### config.mk
export PLATFORM = sky130hd
export DESIGN_NAME = subclk_seq
export DESIGN_NICKNAME = d
export VERILOG_FILES = /design/src/rtl/subclk_pkg.sv /design/src/rtl/subclk_div.sv /design/src/rtl/subclk_ctrl.sv /design/src/rtl/subclk_seq.sv
export SDC_FILE = /design/constraint.sdc
export NUM_CORES = 1
export LEC_CHECK = 0
export ABC_AREA = 1
export BUFFER_PORTS_ARGS = -buffer_cell sky130_fd_sc_hd__buf_4
export CAP_MARGIN = 20
export CORE_ASPECT_RATIO = 0.9
export CORE_MARGIN = 2
export CORE_UTILIZATION = 40
export CTS_CLUSTER_SIZE = 20
export DETAILED_ROUTE_END_ITERATION = 8
export GPL_TIMING_DRIVEN = 0
export PLACE_DENSITY = 0.65
export SLEW_MARGIN = 40
export SYNTH_ARGS = -nofsm -noshare
export SYNTH_HDL_FRONTEND = slang
export SYNTH_SLANG_ARGS = --single-unit
### constraint.sdc
create_clock -name clk -period 3.9 [get_ports clk]
set_clock_uncertainty 0.2 [all_clocks]
set_input_delay 0 -clock clk [delete_from_list [all_inputs] [get_ports clk]]
set_output_delay 0 -clock clk [all_outputs]
set_load 0.005 [all_outputs]
### src/rtl/subclk_pkg.sv
package subclk_pkg;

  // Stage widths; only DIV_B_IMPL bits of stage B are stored.
  localparam int DIV_A_W    = 3;
  localparam int DIV_B_W    = 2;
  localparam int DIV_B_IMPL = 1;

  // Register bit positions.
  localparam int F_A_LO  = 0;
  localparam int F_B_LO  = F_A_LO + DIV_A_W;
  localparam int F_RUN   = F_B_LO + DIV_B_W;
  localparam int F_EN    = F_RUN + 1;
  localparam int F_BUS   = F_EN + 1;
  localparam int F_PHY   = F_BUS + 1;
  localparam int F_BIST  = F_PHY + 1;
  localparam int F_ERR   = F_BIST + 1;
  localparam int F_DONE  = F_ERR + 1;
  localparam int REG_W   = F_DONE + 1;
  localparam int WR_W    = F_DONE;      // done bit is read-only

  // Position counter must hold the largest product plus one.
  localparam int POS_W   = DIV_A_W + DIV_B_W + 1;

  // Control-to-datapath strobes.
  typedef struct packed {
    logic               run;
    logic               gateOn;
    logic [DIV_A_W-1:0] ratioA;
    logic [DIV_B_W-1:0] ratioB;
  } divCtrl_t;

endpackage

### src/rtl/subclk_div.sv
module subclk_div
  import subclk_pkg::*;
(
  input  logic     clk,
  input  logic     rstN,
  input  divCtrl_t ctrl,
  output logic     divClk,
  output logic     divTick
);

  logic [DIV_A_W-1:0] cntA;
  logic [DIV_B_W-1:0] cntB;
  logic [POS_W-1:0]   spanA;
  logic [POS_W-1:0]   period;
  logic [POS_W-1:0]   highLen;
  logic [POS_W-1:0]   pos;
  logic               wrapA;
  logic               wrapB;

  assign wrapA = (cntA == ctrl.ratioA);
  assign wrapB = (cntB == ctrl.ratioB);

  // Two nested stages: A counts every cycle, B advances when A wraps.
  always_ff @(posedge clk or negedge rstN) begin
    if (!rstN) begin
      cntA <= '0;
      cntB <= '0;
    end else if (!ctrl.run) begin
      cntA <= '0;
      cntB <= '0;
    end else if (wrapA) begin
      cntA <= '0;
      cntB <= wrapB ? '0 : cntB + 1'b1;
    end else begin
      cntA <= cntA + 1'b1;
    end
  end

  // Linear phase inside the period, used for the duty-cycle split.
  always_comb begin
    spanA   = POS_W'(ctrl.ratioA) + POS_W'(1);
    period  = spanA * (POS_W'(ctrl.ratioB) + POS_W'(1));
    highLen = (period + POS_W'(1)) >> 1;
    pos     = POS_W'(cntB) * spanA + POS_W'(cntA);
  end

  assign divClk  = ctrl.run && ctrl.gateOn && (pos < highLen);
  assign divTick = ctrl.run && ctrl.gateOn && (pos == '0);

  // a held divider restarts from phase zero.
  p_hold_clears_r3: assert property (@(posedge clk) disable iff (!rstN)
    !ctrl.run |=> (cntA == '0 && cntB == '0));

  // stage counters never pass their configured limits.
  p_cnt_range_r1: assert property (@(posedge clk) disable iff (!rstN)
    (cntA <= ctrl.ratioA) && (cntB <= ctrl.ratioB));

endmodule

### src/rtl/subclk_ctrl.sv
module subclk_ctrl
  import subclk_pkg::*;
#(
  parameter int SETTLE_TICKS = 6
) (
  input  logic             clk,
  input  logic             rstN,
  input  logic             wrEn,
  input  logic [WR_W-1:0]  wrData,
  input  logic             rdEn,
  input  logic             bistDone,
  input  logic             divTick,
  output divCtrl_t         ctrl,
  output logic [REG_W-1:0] rdData,
  output logic             busRstN,
  output logic             phyRstN,
  output logic             bistStart
);

  localparam int WAIT_W = $clog2(SETTLE_TICKS + 1);

  logic [DIV_A_W-1:0]    ratioAQ;
  logic [DIV_B_IMPL-1:0] ratioBQ;
  logic [DIV_B_W-1:0]    ratioBFull;
  logic runQ, enQ, busQ, phyQ, bistQ, errQ, pendQ;
  logic phyRstQ, bistPulseQ;
  logic [WAIT_W-1:0]     waitCnt;
  logic                  waitDone;

  logic [DIV_A_W-1:0] wrA;
  logic [DIV_B_W-1:0] wrB;
  logic               ratioDiff;
  logic               reject;

  assign ratioBFull = DIV_B_W'(ratioBQ);
  assign wrA        = wrData[F_A_LO +: DIV_A_W];
  assign wrB        = wrData[F_B_LO +: DIV_B_W];
  assign ratioDiff  = (wrA != ratioAQ) || (wrB != ratioBFull);
  assign reject     = wrEn && runQ && ratioDiff;
  assign waitDone   = (waitCnt == WAIT_W'(SETTLE_TICKS));

  always_ff @(posedge clk or negedge rstN) begin
    if (!rstN) begin
      ratioAQ    <= '0;
      ratioBQ    <= '0;
      runQ       <= 1'b0;
      enQ        <= 1'b0;
      busQ       <= 1'b0;
      phyQ       <= 1'b0;
      bistQ      <= 1'b0;
      errQ       <= 1'b0;
      pendQ      <= 1'b0;
      phyRstQ    <= 1'b0;
      bistPulseQ <= 1'b0;
      waitCnt    <= '0;
    end else begin
      if (wrEn) begin
        if (!runQ) begin
          ratioAQ <= wrA;
          ratioBQ <= wrB[DIV_B_IMPL-1:0];
        end
        runQ  <= wrData[F_RUN];
        enQ   <= wrData[F_EN];
        busQ  <= wrData[F_BUS];
        phyQ  <= wrData[F_PHY];
        bistQ <= wrData[F_BIST];
      end

      if (reject)
        errQ <= 1'b1;
      else if (wrEn && wrData[F_ERR])
        errQ <= 1'b0;

      if (wrEn && !runQ && ratioDiff)
        pendQ <= 1'b1;
      else if (rdEn)
        pendQ <= 1'b0;

      bistPulseQ <= wrEn && wrData[F_BIST] && !bistQ;

      if (divTick && !waitDone)
        waitCnt <= waitCnt + 1'b1;

      phyRstQ <= phyQ && waitDone;
    end
  end

  always_comb begin
    rdData                      = '0;
    rdData[F_A_LO +: DIV_A_W]   = ratioAQ;
    rdData[F_B_LO +: DIV_B_W]   = ratioBFull;
    rdData[F_RUN]               = runQ;
    rdData[F_EN]                = enQ;
    rdData[F_BUS]               = busQ;
    rdData[F_PHY]               = phyQ;
    rdData[F_BIST]              = bistQ;
    rdData[F_ERR]               = errQ;
    rdData[F_DONE]              = bistDone;
  end

  assign ctrl.run    = runQ;
  assign ctrl.gateOn = enQ && !pendQ;
  assign ctrl.ratioA = ratioAQ;
  assign ctrl.ratioB = ratioBFull;

  assign busRstN   = busQ;
  assign phyRstN   = phyRstQ;
  assign bistStart = bistPulseQ;

  // a rejected ratio write raises the error flag.
  p_err_on_reject_r8: assert property (@(posedge clk) disable iff (!rstN)
    reject |=> errQ);

  // ratio fields cannot move while the divider runs.
  p_ratio_locked_r8: assert property (@(posedge clk) disable iff (!rstN)
    runQ |=> ($stable(ratioAQ) && $stable(ratioBQ)));

  // the start request lasts a single cycle.
  p_bist_single_r10: assert property (@(posedge clk) disable iff (!rstN)
    bistStart |=> !bistStart);

  // phy release never precedes the settle count.
  p_phy_after_settle_r7: assert property (@(posedge clk) disable iff (!rstN)
    $rose(phyRstN) |-> waitDone);

endmodule

### src/rtl/subclk_seq.sv
module subclk_seq
  import subclk_pkg::*;
#(
  parameter int SETTLE_TICKS = 6
) (
  input  logic             clk,
  input  logic             rstN,
  input  logic             wrEn,
  input  logic [WR_W-1:0]  wrData,
  input  logic             rdEn,
  output logic [REG_W-1:0] rdData,
  input  logic             bistDone,
  output logic             divClk,
  output logic             divTick,
  output logic             busRstN,
  output logic             phyRstN,
  output logic             bistStart
);

  divCtrl_t ctrl;

  subclk_ctrl #(.SETTLE_TICKS(SETTLE_TICKS)) uCtrl (
    .clk       (clk),
    .rstN      (rstN),
    .wrEn      (wrEn),
    .wrData    (wrData),
    .rdEn      (rdEn),
    .bistDone  (bistDone),
    .divTick   (divTick),
    .ctrl      (ctrl),
    .rdData    (rdData),
    .busRstN   (busRstN),
    .phyRstN   (phyRstN),
    .bistStart (bistStart)
  );

  subclk_div uDiv (
    .clk     (clk),
    .rstN    (rstN),
    .ctrl    (ctrl),
    .divClk  (divClk),
    .divTick (divTick)
  );

  // no output clock activity without the enable.
  p_gate_off_r4: assert property (@(posedge clk) disable iff (!rstN)
    !ctrl.gateOn |-> (!divClk && !divTick));

endmodule

==> Word-level counts from Yosys, hierarchy flattened <==
Cells that the tools add are included.
{ "totals": {"output_inout_bits": 17, "ff_bits": 21, "latch_bits": 0, "mem_count": 0, "rom_bits": 0, "inputBits": 16, "ram_bits": 0, "wordCells": 62} }
{ "op_classes": {"n_lt_le_gt_ge": 1, "n_addsub": 7, "multipliers": 2, "n_mux": 9, "n_bitwise": 1, "n_shift": 0, "eq_ne": 6, "div_mod_pow": 0, "n_reduce_logical": 22} }
{ "op_table": {"columns": ["op", "n"], "rows": [
  ["logical AND 1 bit", 13],
  ["adder 3 x 1 -> 3 bit (second input constant)", 2],
  ["adder 6 x 1 -> 6 bit (second input constant)", 1],
  ["adder 6 x 3 -> 6 bit", 1],
  ["zero test 6 bit", 1],
  ["< comparator 6 x 5 -> 1 bit", 1],
  ["multiplier 2 x 6 -> 6 bit", 1],
  ["multiplier 6 x 6 -> 6 bit", 1],
  ["2-to-1 mux 2 bit", 3],
  ["2-to-1 mux 3 bit", 2],
  ["adder 3 x 1 -> 4 bit (second input constant)", 1],
  ["zero test 1 bit", 4],
  ["2-to-1 mux 1 bit", 4],
  ["nonzero test 2 bit", 2],
  ["equality test 3 bit", 1],
  ["equality test 3 bit (second input constant)", 1],
  ["!= test 3 bit", 1],
  ["adder 1 x 1 -> 2 bit (second input constant)", 1],
  ["adder 2 x 1 -> 2 bit (second input constant)", 1],
  ["equality test 2 x 1 -> 1 bit", 1],
  ["!= test 2 x 1 -> 1 bit", 1],
  ["!= test 2 x 1 -> 1 bit (second input constant)", 1],
  ["AND reduction 2 bit", 1],
  ["logical OR 1 bit", 1],
  ["inverter 1 bit", 1]
]} }

==> Depth between registers and ports, before layout <==
Gate-level depths: netlist of run 1.
{ "logic_depth": {"depth_word": 6, "depth_mapped": 19} }

==> Modules after synthesis <==
A second synthesis of run 1 with hierarchy kept.
{ "hier_totals": {"hier_cells": 251, "hier_area_um2": 1861.8} }
{ "by_module_without_submodules": {"columns": ["mod", "area_each_um2", "seq_area_each_um2", "cells_per_inst", "instances"], "rows": [
  ["subclk_div", 1011.0, 125.1, 151, 1],
  ["subclk_ctrl", 850.8, 400.4, 100, 1]
]} }

==> Worst setup path before layout of run 1 <==
OpenSTA, ideal clock, no wires.
{ "synth_path": {"kind": "register to output", "start": "reg uCtrl.ratioAQ[1]", "end": "out divClk", "path_buffers": 0, "arrival_time_ns": 2.848, "stages_incl_launch_ff": 19, "setup_slack_ns": 0.852, "required_ns": 3.700, "path_cell_list": "dfrtp_1 -> ha_1 -> nand2_1 -> inv_1 -> fa_1 -> ha_1 -> fa_1 -> inv_1 -> nand2_1 -> nand2_1 -> inv_1 -> ha_1 -> nand2_1 -> nand2_1 -> nand4_1 -> nand2_1 -> inv_1 -> nand2_1 -> nor2_1"} }
{ "synth_between": {"elab_chain_cells": 5, "word_cells_on_any_way": 7} }
{ "synth_rtl": {"columns": ["item", "line", "source"], "rows": [
  ["start, declared", "subclk_ctrl.sv:22", "logic [DIV_A_W-1:0] ratioAQ;"],
  ["start signal, assigned", "subclk_ctrl.sv:59", "ratioAQ <= wrA;"],
  ["adder 3 x 1 -> 4 bit *", "subclk_div.sv:41", "spanA = POS_W'(ctrl.ratioA) + POS_W'(1);"],
  ["multiplier 2 x 6 -> 6 bit or multiplier 6 x 6 -> 6 bit (tied branches)", "subclk_div.sv:44, subclk_div.sv:42", null],
  ["adder 6 x 3 -> 6 bit or adder 6 x 1 -> 6 bit (tied branches)", "subclk_div.sv:44, subclk_div.sv:43", null],
  ["< comparator 6 x 5 -> 1 bit *", "subclk_div.sv:47", "assign divClk = ctrl.run && ctrl.gateOn && (pos < highLen);"],
  ["logical AND 1 bit *", "subclk_div.sv:47", null],
  ["end, declared", "subclk_seq.sv:13", "output logic divClk,"]
]} }
Every way passes the cells marked *; elsewhere a longest branch is shown, timed or not.

==> Worst setup path in the final report of run 1 <==
Same ends and word-level chain as after synthesis.

==> results of run 1 <==
path summary, 6_finish.rpt:
check | from | to | slack (ps) | cells after the start
setup reg to reg | uCtrl.ratioAQ[1] | uCtrl.waitCnt[1] | 740 | 14
hold / removal | wrEn | uCtrl.ratioAQ[1] | 50 | 4
setup / recovery | uCtrl.ratioAQ[1] | divClk | 290 | 19
hold reg to reg | uCtrl.bistQ | uCtrl.bistStart | 270 | 1
max in group asynchronous | rstN | uCtrl.waitCnt[2] | 3090 | 3
min in group asynchronous | rstN | uCtrl.busRstN | 100 | 3
layout by cell type (no fill, tap or decap), drive strengths merged:
| master | instances |
|---|---|
| o21bai | 1 |
| dfrtp | 21 |
| inv | 31 |
| a21oi | 3 |
| nand3b | 1 |
| nand3 | 13 |
| ha | 15 |
| nand4 | 7 |
| conb | 1 |
| nand2 | 73 |
| buf | 43 |
| o21ai | 10 |
| nor3 | 1 |
| xor2 | 1 |
| clkbuf | 3 |
| fa | 3 |
| clkinvlp | 1 |
| xnor2 | 8 |
| and2 | 1 |
| nor2 | 22 |
| dlygate4sd3 | 26 |
per-stage QoR:
stage / hold WS, ps / std cells / cell area, um2
floorplan: -496 / 225 / 1680
global placement: -304 / 302 / 1960
detailed placement: -302 / 302 / 1960
CTS: 23.4 / 333 / 2280
global route: 127 / 333 / 2270
finish: 54.8 / 333 / 2270
critical path, stage by stage, from the launching register on:
cell and delay, ps:
dfrtp_1 490, ha_1 390, nand2_1 90, inv_1 50, fa_1 430, ha_1 230, fa_1 410, inv_1 70
nand2_1 50, nand2_1 90, inv_1 50, ha_1 300, nand2_1 70, nand2_1 50, nand4_1 80, nand2_1 50
inv_1 40, nand2_1 40, nor2_1 80, buf_4 110
sequential cells by signal (all words and copies together), names as in the netlist:
signal,flops
uCtrl.ratioBQ,1
uCtrl.ratioAQ,3
uCtrl.bistQ,1
uCtrl.errQ,1
uCtrl.runQ,1
uCtrl.busRstN,1
uCtrl.enQ,1
uCtrl.phyQ,1
uDiv.cntA,3
uCtrl.bistStart,1
uDiv.cntB,2
uCtrl.phyRstN,1
uCtrl.waitCnt,3
uCtrl.pendQ,1
layout make-up:
type	instances	area share [%]
inverter	31	5.12
sequential	21	23.1
tap	48	2.64
clock buffer	3	1.82
multi-input combinational	160	41.1
clock inverter	1	0.330
buffer	13	4.62
timing repair buffer	56	21.2
routing by layer:
| metal | GRT usage (%) | vias up |
|---|---|---|
| met5 | 0 | - |
| met4 | 4.25 | 0 |
| met3 | 2.91 | 4 |
| met2 | 28.9 | 27 |
| met1 | 20.5 | 698 |
| li1 | - | 814 |
cell families (layout without fill, tap and decap cells):
logic type                 after synthesis  in the layout  share of synthesized area, %
and+or+nand+nor                        118            118                          30.5
AOI/OAI and AO/OA                       14             14                          5.43
other                                    1              1                         0.223
adders and majority gates               18             18                          14.7
DFF                                     21             21                          31.2
buffers and inverters                   44            104                          13.2
xor gates and xnor gates                 9              9                          4.69
what timing repair did:
| action | in CTS | in global routing |
|---|---|---|
| endpoints found under the hold margin | 34 | 0 |
| gates resized for setup | 0 | 0 |
| hold buffers | 27 | 0 |
power breakdown:
part	leakage, uW	total (uW)	internal (uW)	switching, uW
sequential	0.000267	287	251	35.6
combinational	0.000957	349	170	179
clock	0.0000217	143	72.1	71.3
==> results.json, run 1 <==
{
  "status": "complete, no violations",
  "yosysMostFrequentCell": "nand2_1",
  "async_flop_share_pct": 100,
  "rsz0062_at_grt": "no",
  "synth.yosys.warnings": 0,
  "yosysSeqAreaShare_pct": 31.3,
  "preCtsSetupSlack_ps": 555,
  "dpl.hpwl_um": 2460,
  "fill_cells": 383,
  "cts_tree": "done",
  "coreArea_um2": 4050,
  "vias_per_cell": 4.63,
  "peakVddDrop_mv": 0.324,
  "wl_met2_um": 1630,
  "wl_met1_um": 1690,
  "worstSetupStartpointType": "register",
  "crit_path_end_kind": "primary output",
  "clock_sinks": 21,
  "area_growth_pct": 35.2,
  "routed_wl_um": 3480,
  "period_needed_ps": 3610,
  "synth_edf_count": 0,
  "hold_violations": 0,
  "drive_gt1_share_pct": 20.7,
  "numCtsBuffers": 3,
  "start_util_pct": 41.6,
  "worstSkewPairLatency_ps": 260,
  "postSynthAreaPerCell_um2": 7.47,
  "track_usage_pct": 16.4,
  "fin_ws_ps": 287,
  "wl_met3_um": 111,
  "grt_max_degree": 22,
  "multi_input_area_um2": 935,
  "top_layer_used": "met4",
  "seqCellArea_um2": 526,
  "critPathRequiredTime_ps": 3700,
  "maxCapViolations": 0,
  "io_buffers": 29,
  "num_vias": 1543,
  "ys_dominant_reg_cell": "dfrtp_1",
  "yosys.area.top_type": "dfrtp_1",
  "setup_viol": 0,
  "fin_nets": 320,
  "synthCells": 225,
  "critPathKind": "register to primary output",
  "drv_slew": 0,
  "synth_nets": 259,
  "antenna_found_initial": 0,
  "routabilityCongestion": 0.799,
  "cts_setup_buffers": 0,
  "first_pass_iters": 4,
  "fin_tns_setup_ps": 0,
  "fmax_mhz": 277,
  "ys_types": 28,
  "final.period_utilization_pct": 92.6,
  "synth_common_cells": "nand2_1, inv_1, dfrtp_1",
  "final_core_util_pct": 56.2,
  "cts_root_buf": "clkbuf_8",
  "die_x_um": 72.3,
  "drt_iter0_drc": 58,
  "ios": 33,
  "dieArea_um2": 4740,
  "grt_overflow": 0,
  "antenna_cells": 0,
  "power.density_nw_per_um2": 343,
  "power.total_uw": 780,
  "grt_pass1_vias": 1496,
  "ant_nets": 0,
  "crit_arrival_ps": 3410,
  "rows": 22,
  "htree_levels": 1,
  "die-height_um": 65.5,
  "p_leak_uw": 0.00125,
  "clk_pin_slew_ps": 70,
  "synth_area_um2": 1680,
  "grt_first_pass_wirelength_um": 6150,
  "worstPathMaxFanout": 7,
  "routedWlPerCell_um": 10.5,
  "synth_area_leaders": "dfrtp_1, nand2_1, ha_1, inv_1, buf_4",
  "ys_ff_latch": 21,
  "hp-class": "input pin to register",
  "drc_errors": 0,
  "synth_top_cell_area_share_pct": 31.3,
  "clock_path_buffers": 2
}
Power figures use the tool's default switching activity.
==> run 2: changes to the inputs <==
--- a/config.mk
+++ b/config.mk
@@ -6,16 +6,17 @@
 export NUM_CORES = 1
 export LEC_CHECK = 0
 export ABC_AREA = 1
-export BUFFER_PORTS_ARGS = -buffer_cell sky130_fd_sc_hd__buf_4
 export CAP_MARGIN = 20
 export CORE_ASPECT_RATIO = 0.9
 export CORE_MARGIN = 2
 export CORE_UTILIZATION = 40
 export CTS_CLUSTER_SIZE = 20
 export DETAILED_ROUTE_END_ITERATION = 8
+export DONT_BUFFER_PORTS = 1
 export GPL_TIMING_DRIVEN = 0
-export PLACE_DENSITY = 0.65
+export PLACE_DENSITY = 0.58
 export SLEW_MARGIN = 40
 export SYNTH_ARGS = -nofsm -noshare
 export SYNTH_HDL_FRONTEND = slang
 export SYNTH_SLANG_ARGS = --single-unit
+export TNS_END_PERCENT = 30
==> run 2 against run 1 <==
Net effect: cell area down 10%; routed wire length shrank 6.2%; clock power barely moved; critical path depth decreased by 1; sequential power about the same; cell count shrank 9.0%; first-iteration DRC count decreased by 12%; register-to-register slack lost 90 ps; via count fell by 9.2%; global-route usage shrank 0.38 points; total power is 3.8% lower; sequential cell count did not move.
==> results.json, run 2 (same netlist as run 1, synthesis figures left out) <==
{
  "crit_arrival_ps": 3410,
  "fmax_mhz": 277,
  "hp-class": "input pin to asynchronous set/reset pin",
  "ios": 33,
  "fin_ws_ps": 287,
  "hold_violations": 0,
  "critPathRequiredTime_ps": 3700,
  "hold_slack_ps": 18.8,
  "routed_wl_um": 3270,
  "ant_nets": 0,
  "drv_slew": 0,
  "worstSetupStartpointType": "register",
  "max_stage_delay_ps": 510,
  "rsz0062_at_grt": "no",
  "dpl.hpwl_um": 2450,
  "final_cell_mix": "nand2_1, inv_1, dlygate4sd3_1",
  "status": "complete, no violations",
  "grt_first_pass_wirelength_um": 5950,
  "num_vias": 1401,
  "vias_per_cell": 4.62,
  "grt_overflow": 0,
  "critPathKind": "register to primary output",
  "fin_nets": 290,
  "peakVddDrop_mv": 0.262,
  "maxCapViolations": 0,
  "htree_levels": 1,
  "coreArea_um2": 4050,
  "drive_gt1_share_pct": 11.8,
  "setup_viol": 0,
  "p_leak_uw": 0.00110,
  "routedWlPerCell_um": 10.8,
  "clk_pin_slew_ps": 80,
  "track_usage_pct": 16.0,
  "antenna_cells": 0,
  "crit_path_end_kind": "primary output",
  "crit_top_cell": "nand2_1",
  "post_cts_resized": 0,
  "cts_tree": "done",
  "cts_root_buf": "clkbuf_8",
  "power.density_nw_per_um2": 367,
  "io_buffers": 0,
  "finish.instance_area_um2": 2050,
  "period_needed_ps": 3610,
  "comb_power_share_pct": 42.1,
  "drt_iter0_drc": 51,
  "place_area_um2": 1740,
  "preCtsSetupSlack_ps": 580,
  "rows": 22,
  "grt_max_degree": 22,
  "drc_errors": 0,
  "worstPathMaxFanout": 7,
  "reg.largest.list": "uCtrl.ratioAQ: 3 flops, uCtrl.waitCnt: 3 flops, uDiv.cntA: 3 flops",
  "worstSkewPairLatency_ps": 260,
  "final.period_utilization_pct": 92.6,
  "area_growth_pct": 21.7,
  "die_x_um": 72.3,
  "antenna_found_initial": 0,
  "fin_tns_setup_ps": 0,
  "power.share.clock_pct": 19.3,
  "routabilityCongestion": 0.815,
  "slowest_stage": "dfrtp_1",
  "start_util_pct": 41.6,
  "seqPwrFrac_pct": 38.6,
  "grt_pass1_vias": 1350,
  "first_pass_iters": 4,
  "dieArea_um2": 4740,
  "mostFrequentLayoutCell": "nand2_1",
  "cp_cell_sequence": "ha_1 > nand2_1 > inv_1 > fa_1 > ha_1 > fa_1 > inv_1 > nand2_1 > nand2_1 > inv_1 > ha_1 > nand2_1 > nand2_1 > nand4_1 > nand2_1 > inv_1 > nand2_1 > nor2_1",
  "sw_frac_of_total_pct": 38.0,
  "clock_sinks": 21,
  "internal_power_uw": 465,
  "die-height_um": 65.5,
  "numCtsBuffers": 3,
  "clock_path_buffers": 2,
  "p_switching_uw": 285
}
[run 2: changes by cell type in the layout (fill, tap and decap cells not counted), sizes merged]
cell	delta
dlygate4sd3	-1
buf	-29
[run 2: worst paths after layout]
| kind | startpoint | end | slack [ps] | cells past startpoint |
|---|---|---|---|---|
| min reg2reg | uCtrl.bistQ | uCtrl.bistStart | 270 | 1 |
| min | rstN | uCtrl.busRstN | 20 | 2 |
| max reg2reg | uCtrl.ratioAQ[1] | uCtrl.waitCnt[0] | 650 | 14 |
| max in group asynchronous | rstN | uCtrl.waitCnt[2] | 3160 | 2 |
| max | uCtrl.ratioAQ[1] | divClk | 290 | 18 |
| min in group clk | wrData[1] | uCtrl.ratioAQ[1] | 260 | 3 |
[run 2: metrics by stage]
stage,utilization [%],instances,total power (uW)
after global placement,43.0,273,575
after floorplan,-,225,524
after CTS,50.4,302,756
after detailed placement,43.0,273,579
after global routing,50.6,303,828
final,50.6,303,750
[run 2: cell type report]
type / count / area [um2]
clock inverters: 1 / 7.51
inverters: 31 / 116
well taps: 48 / 60.1
clock buffers: 3 / 41.3
fillers: 405 / 2000
plain buffers: 13 / 105
flip-flops and latches: 21 / 526
multi-input cells: 160 / 935
repair buffers: 26 / 255
[run 2: worst max-delay path: cells and delay by family, from the launching register on]
family | cells | cell delay (ps)
simple gates | 9 | 640
buf+inv | 4 | 210
flops | 1 | 510
fa+ha+maj | 5 | 1800
[run 2: power groups by stage]
stage | sequential [uW] | clock [uW] | combinational [uW]
6_report | 290 | 145 | 316
5_1_grt | 295 | 160 | 372
4_1_cts | 289 | 150 | 316
3_5_place_dp | 293 | 0 | 285
3_3_place_gp | 293 | 0 | 281
2_1_floorplan | 284 | 0 | 240
[run 2: what timing repair did]
| action | 4_1_cts | 5_1_grt |
|---|---|---|
| endpoints found under the hold margin | 34 | 21 |
| hold buffers | 25 | 1 |
| buffers inserted | 0 | 0 |
[run 2: metal layers]
metal / routed length [um] / GRT usage [%] / vias up
li1: - / - / 753
met5: 0 / 0 / -
met2: 1430 / 25.5 / 20
met3: 121 / 3.22 / 4
met1: 1680 / 22.1 / 624
met4: 37 / 4.25 / 0
